$ cat config.mk
export PLATFORM = sky130hd
export DESIGN_NAME = csr_access_ctl
export DESIGN_NICKNAME = d
export VERILOG_FILES = /design/src/rtl/csr_ctl_pkg.sv /design/src/rtl/csr_op_decode.sv /design/src/rtl/csr_access_gate.sv /design/src/rtl/csr_value_calc.sv /design/src/rtl/csr_access_ctl.sv
export SDC_FILE = /design/constraint.sdc
export NUM_CORES = 1
export LEC_CHECK = 0
export BUFFER_PORTS_ARGS = -buffer_cell sky130_fd_sc_hd__buf_2
export CORE_MARGIN = 4
export CORE_UTILIZATION = 49
export CTS_CLUSTER_SIZE = 25
export DETAILED_ROUTE_END_ITERATION = 6
export PLACE_DENSITY = 0.85
export SLEW_MARGIN = 20
export SYNTH_ARGS = -nofsm -noshare
export SYNTH_HDL_FRONTEND = slang
export SYNTH_HIERARCHICAL = 1
export SYNTH_SLANG_ARGS = --single-unit
export TNS_END_PERCENT = 10
$ cat constraint.sdc
create_clock -name clk_i -period 1.4 [get_ports clk_i]
set_input_delay 0.07 -clock clk_i [delete_from_list [all_inputs] [get_ports clk_i]]
set_output_delay 0.07 -clock clk_i [all_outputs]
set_load 0.02 [all_outputs]
$ cat src/rtl/csr_ctl_pkg.sv
package csr_ctl_pkg;
  typedef enum logic [1:0] {
    CSR_NONE = 2'd0,
    CSR_RW   = 2'd1,
    CSR_SET  = 2'd2,
    CSR_CLR  = 2'd3
  } csr_kind_e;
endpackage

$ cat src/rtl/csr_op_decode.sv
module csr_op_decode
  import csr_ctl_pkg::*;
(
  input  logic [2:0] funct3_i,
  output csr_kind_e  kind_o,
  output logic       is_imm_o
);
  always_comb begin
    is_imm_o = funct3_i[2];
    unique case (funct3_i[1:0])
      2'b01:   kind_o = CSR_RW;
      2'b10:   kind_o = CSR_SET;
      2'b11:   kind_o = CSR_CLR;
      default: kind_o = CSR_NONE;
    endcase
  end
endmodule

$ cat src/rtl/csr_access_gate.sv
module csr_access_gate
  import csr_ctl_pkg::*;
#(
  parameter int IDX_W  = 5,
  parameter int ADDR_W = 12
) (
  input  csr_kind_e         kind_i,
  input  logic [IDX_W-1:0]  rd_idx_i,
  input  logic [IDX_W-1:0]  rs1_idx_i,
  input  logic [ADDR_W-1:0] addr_i,
  output logic              want_rd_o,
  output logic              want_wr_o,
  output logic              ro_o,
  output logic              illegal_o
);
  logic rd_nz, rs1_nz;
  assign rd_nz  = |rd_idx_i;
  assign rs1_nz = |rs1_idx_i;  // same field carries uimm in immediate forms

  always_comb begin
    unique case (kind_i)
      CSR_RW:          begin want_rd_o = rd_nz; want_wr_o = 1'b1;   end
      CSR_SET, CSR_CLR:begin want_rd_o = 1'b1;  want_wr_o = rs1_nz; end
      default:         begin want_rd_o = 1'b0;  want_wr_o = 1'b0;   end
    endcase
  end

  assign ro_o      = (addr_i[ADDR_W-1 -: 2] == 2'b11);
  assign illegal_o = want_wr_o & ro_o;

  always_comb begin
    if (kind_i == CSR_NONE)
      AST_NONE_IDLE: assert (!want_rd_o && !want_wr_o);
  end
endmodule

$ cat src/rtl/csr_value_calc.sv
module csr_value_calc
  import csr_ctl_pkg::*;
#(
  parameter int XLEN  = 32,
  parameter int IDX_W = 5
) (
  input  csr_kind_e        kind_i,
  input  logic             is_imm_i,
  input  logic [IDX_W-1:0] rs1_idx_i,
  input  logic [XLEN-1:0]  rs1_val_i,
  input  logic [XLEN-1:0]  old_i,
  output logic [XLEN-1:0]  new_o
);
  localparam int PAD_W = XLEN - IDX_W;

  logic [XLEN-1:0] operand;
  assign operand = is_imm_i ? {{PAD_W{1'b0}}, rs1_idx_i} : rs1_val_i;

  always_comb begin
    unique case (kind_i)
      CSR_RW:  new_o = operand;
      CSR_SET: new_o = old_i | operand;
      CSR_CLR: new_o = old_i & ~operand;
      default: new_o = '0;
    endcase
  end

  always_comb begin
    if (kind_i == CSR_SET)
      AST_SET_KEEPS_ONES: assert ((new_o & old_i) == old_i);
    if (kind_i == CSR_CLR)
      AST_CLR_ADDS_NONE: assert ((new_o & ~old_i) == '0);
  end
endmodule

$ cat src/rtl/csr_access_ctl.sv
module csr_access_ctl
  import csr_ctl_pkg::*;
#(
  parameter int XLEN   = 32,
  parameter int IDX_W  = 5,
  parameter int ADDR_W = 12
) (
  input  logic              clk_i,
  input  logic              rst_ni,
  input  logic              instr_valid_i,
  input  logic [2:0]        funct3_i,
  input  logic [IDX_W-1:0]  rd_idx_i,
  input  logic [IDX_W-1:0]  rs1_idx_i,
  input  logic [XLEN-1:0]   rs1_val_i,
  input  logic [ADDR_W-1:0] csr_addr_i,
  input  logic [XLEN-1:0]   csr_rdata_i,
  output logic              csr_op_o,
  output logic              rd_en_o,
  output logic              wr_en_o,
  output logic              rd_fx_o,
  output logic              wr_fx_o,
  output logic              illegal_o,
  output logic [XLEN-1:0]   wdata_o,
  output logic [XLEN-1:0]   rd_data_o
);
  csr_kind_e       kind;
  logic            is_imm, want_rd, want_wr, ro, illegal;
  logic [XLEN-1:0] new_val;

  csr_op_decode u_dec (
    .funct3_i (funct3_i),
    .kind_o   (kind),
    .is_imm_o (is_imm)
  );

  csr_access_gate #(.IDX_W(IDX_W), .ADDR_W(ADDR_W)) u_gate (
    .kind_i    (kind),
    .rd_idx_i  (rd_idx_i),
    .rs1_idx_i (rs1_idx_i),
    .addr_i    (csr_addr_i),
    .want_rd_o (want_rd),
    .want_wr_o (want_wr),
    .ro_o      (ro),
    .illegal_o (illegal)
  );

  csr_value_calc #(.XLEN(XLEN), .IDX_W(IDX_W)) u_calc (
    .kind_i    (kind),
    .is_imm_i  (is_imm),
    .rs1_idx_i (rs1_idx_i),
    .rs1_val_i (rs1_val_i),
    .old_i     (csr_rdata_i),
    .new_o     (new_val)
  );

  logic op_v, rd_v, wr_v, ill_v;
  assign op_v  = instr_valid_i & (kind != CSR_NONE);
  assign rd_v  = instr_valid_i & want_rd;
  assign wr_v  = instr_valid_i & want_wr & ~ro;
  assign ill_v = instr_valid_i & illegal;

  always_ff @(posedge clk_i or negedge rst_ni) begin
    if (!rst_ni) begin
      csr_op_o  <= 1'b0;
      rd_en_o   <= 1'b0;
      wr_en_o   <= 1'b0;
      rd_fx_o   <= 1'b0;
      wr_fx_o   <= 1'b0;
      illegal_o <= 1'b0;
      wdata_o   <= '0;
      rd_data_o <= '0;
    end else begin
      csr_op_o  <= op_v;
      rd_en_o   <= rd_v;
      wr_en_o   <= wr_v;
      rd_fx_o   <= rd_v & ~ill_v;
      wr_fx_o   <= wr_v;
      illegal_o <= ill_v;
      wdata_o   <= op_v ? new_val : '0;
      rd_data_o <= rd_v ? csr_rdata_i : '0;
    end
  end

  AST_ILLEGAL_BLOCKS_WRITE: assert property (@(posedge clk_i) disable iff (!rst_ni)
    illegal_o |-> (!wr_en_o && !wr_fx_o && !rd_fx_o));
  AST_RO_NEVER_WRITTEN: assert property (@(posedge clk_i) disable iff (!rst_ni)
    (instr_valid_i && csr_addr_i[ADDR_W-1 -: 2] == 2'b11) |=> !wr_en_o);
  AST_SETCLR_X0_NO_WRITE: assert property (@(posedge clk_i) disable iff (!rst_ni)
    (instr_valid_i && funct3_i[1] && rs1_idx_i == '0) |=> (!wr_en_o && !illegal_o));
  AST_RW_RD0_NO_READ: assert property (@(posedge clk_i) disable iff (!rst_ni)
    (instr_valid_i && funct3_i[1:0] == 2'b01 && rd_idx_i == '0) |=> (!rd_en_o && !rd_fx_o));
  AST_SETCLR_READS: assert property (@(posedge clk_i) disable iff (!rst_ni)
    (instr_valid_i && funct3_i[1]) |=> rd_en_o);
  AST_IDLE_QUIET: assert property (@(posedge clk_i) disable iff (!rst_ni)
    !instr_valid_i |=> (!csr_op_o && !wr_fx_o && !rd_fx_o && !illegal_o));
endmodule

==> metrics.cfg <==
[outcome]
status = finished, final reports clean

[job]
max_cap_viol_count = 0

[sta]
post-route-period-util = 0.873
fin_tns_setup_ns = 0
fmax_mhz = 818
hold_viol = 0
post-route-min-period_ns = 1.22
rsz0062_at_grt = false
relSlewSlack = 0.385
finalSetupViolCount = 0
drv_slew = 0
tightest_slew_ns = 0.922

[synthesis]
synth.area.top_cells = dfrtp_1 53%, mux2i_1 11%, o211a_1 9.9%
synth_edf_count = 0
synthCells = 277
async_flop_share = 1.00
synth_area_per_cell_sq_um = 11.7
synth_flop_cell = dfrtp_1
seq_area_frac_synth = 0.534
ys_ff_latch = 69
ys_types = 21
yosysWarnings = 6
yosysTopAreaCellShare = 0.534
synth_area_leader_cell = dfrtp_1
synthesis.nets = 369
syn_area_sq_mm = 0.00323

[detailed_routing]
drt_wl_total_um = 8560
wire_per_inst_um = 16.4
drc_errors = 0
drt_pass1_iterations = 6
routed_via_density = 5.13
dr_total_vias = 2675
ant_nets = 0
drt-initial-drc-count = 108

[worst_hold_path]
hold_class = input pin to register

[die]
die_h_um = 89.2
fp-row-count = 29
initial_utilization = 0.506
io_pins = 162
die-area_sq_mm = 0.00796
core_region_area_sq_mm = 0.00639
dieWidth_um = 89.2

[placement]
dp.cells = 484
hpwl_um = 5540
io_buffer_count = 151
place_congestion = 0.758

[clocking]
clk_path_buf_depth = 2
cts_buffers = 9
cts_resized = 0
cts.clk_slew.worst_paths_ns = 0.07
clock-root-buffer = clkbuf_8
cts_tree = yes
clock-sinks = 69
htreeDepth = 3

[critical_path]
setup.worst_path.start_class = input pin
critPathBufInv = 2
critPathCaptureType = register
cp.arrival_ns = 1.43
crit_chain = buf_2 > buf_4 > xnor2_4 > mux2i_1 > o211a_1
path_class = input pin to register
cp.required_ns = 1.61
slowest_delay_ns = 0.74
worst_path_max_delay_cell = xnor2_4
cp_max_fo = 32
path_delay_family = XOR/XNOR gates

[pwr]
p_sw_uw = 1220
p_seq_frac = 0.463
clock_power_share = 0.340
power_density_mw_per_mm2 = 1030
cell_internal_pwr_uw = 3380
p_leak_uw = 0.00285
combPwrFrac = 0.197
netSwitchingFraction = 0.266
ir_drop_v = 0.000665

[finish]
nNetsFinal = 534
diodes = 0
final_common_cell = buf_2
fillers = 475
drive_gt1_frac = 0.401
area_growth_pct = 37.7
layout_common_cells = 151 x buf_2, 69 x dfrtp_1, 37 x mux2i_1
stdcell_count = 521
post-route-util = 0.697

[grt]
first_global_vias = 2729
grtUsageMet1 = 0.254
overflow = 0
grt_use_met2 = 0.388
antenna_found_initial = 0
top_usage_layer = met2
met3_usage = 0.0507
grt_usage = 0.216
grt_pass1_wl_um = 13100
grt_max_degree = 70

## state kept, by name, indices dropped and copies added, names as in the netlist
| name | cells |
|---|---|
| rd_en_o | 1 |
| rd_data_o | 32 |
| wdata_o | 32 |
| illegal_o | 1 |
| csr_op_o | 1 |
| rd_fx_o | 1 |
| wr_fx_o | 1 |
## synth_stat cells, types with 2 or more instances
library cell	count
dfrtp_1	69
mux2i_1	37
and3_1	32
nand2_1	32
o211a_1	32
nand2b_1	27
buf_2	14
clkbuf_1	9
buf_6	5
buf_4	4
and2_1	3
a31oi_1	2
and3b_1	2
nor3_1	2
## power groups by stage
stage	clock [uW]	combinational [uW]	sequential (uW)
3_3_place_gp	0	835	2160
3_5_place_dp	0	855	2170
5_1_grt	1680	987	2140
4_1_cts	1610	909	2130
6_report	1570	908	2130
2_1_floorplan	0	369	2310
## layout make-up
| type | instances | area [sq um] | area share |
|---|---|---|---|
| Clock buffer | 11 | 151 | 0.0340 |
| Clock inverter | 2 | 35.0 | 0.00787 |
| Inverter | 1 | 3.75 | 0.000843 |
| Multi-Input combinational cell | 175 | 1320 | 0.297 |
| Sequential cell | 69 | 1730 | 0.388 |
| Tap cell | 77 | 96.3 | 0.0216 |
| Timing Repair Buffer | 186 | 1120 | 0.251 |
## routing by layer
metal | part of all wire | wire length (um) | up-vias
met2 | 0.52 | 4480 | 104
met3 | 0.068 | 582 | 12
met4 | 0.013 | 107 | 0
met5 | 0 | 0 | -
li1 | - | - | 1281
met1 | 0.40 | 3400 | 1278
## per-stage QoR
stage                     area (sq um)  hold WS [ns]  setup slack [ns]  total power, uW
final                             4450        0.0114             0.178             4600
after global routing              4450       0.00224            0.0511             4810
after CTS                         4440     0.0000411             0.152             4650
after detailed placement          4020         0.125            -0.144             3020
after global placement            4020         0.119           -0.0972             3000
after floorplan                   3230        -0.226             0.283             2680
## final timing paths
kind,endpoint,cells after the start,start
worst min-delay path,rd_data_o[9],2,csr_rdata_i[9]
max in group asynchronous,rd_data_o[22],3,rst_ni
min in group asynchronous,rd_data_o[15],3,rst_ni
worst max-delay path,wdata_o[12],5,funct3_i[1]
## kinds of logic after synthesis
kind of cell,synth area share
AO/OA/AOI/OAI,0.109
multiplexers,0.115
flip-flops,0.534
buffers and inverters,0.0600
AND/OR/NAND/NOR,0.173
XOR/XNOR,0.00852
## repair_timing
action | CTS | global route
hold buffers | 24 | 0
setup buffers | 0 | 0
hold endpoints to repair | 92 | 0
(Power assumes the default switching activity.)
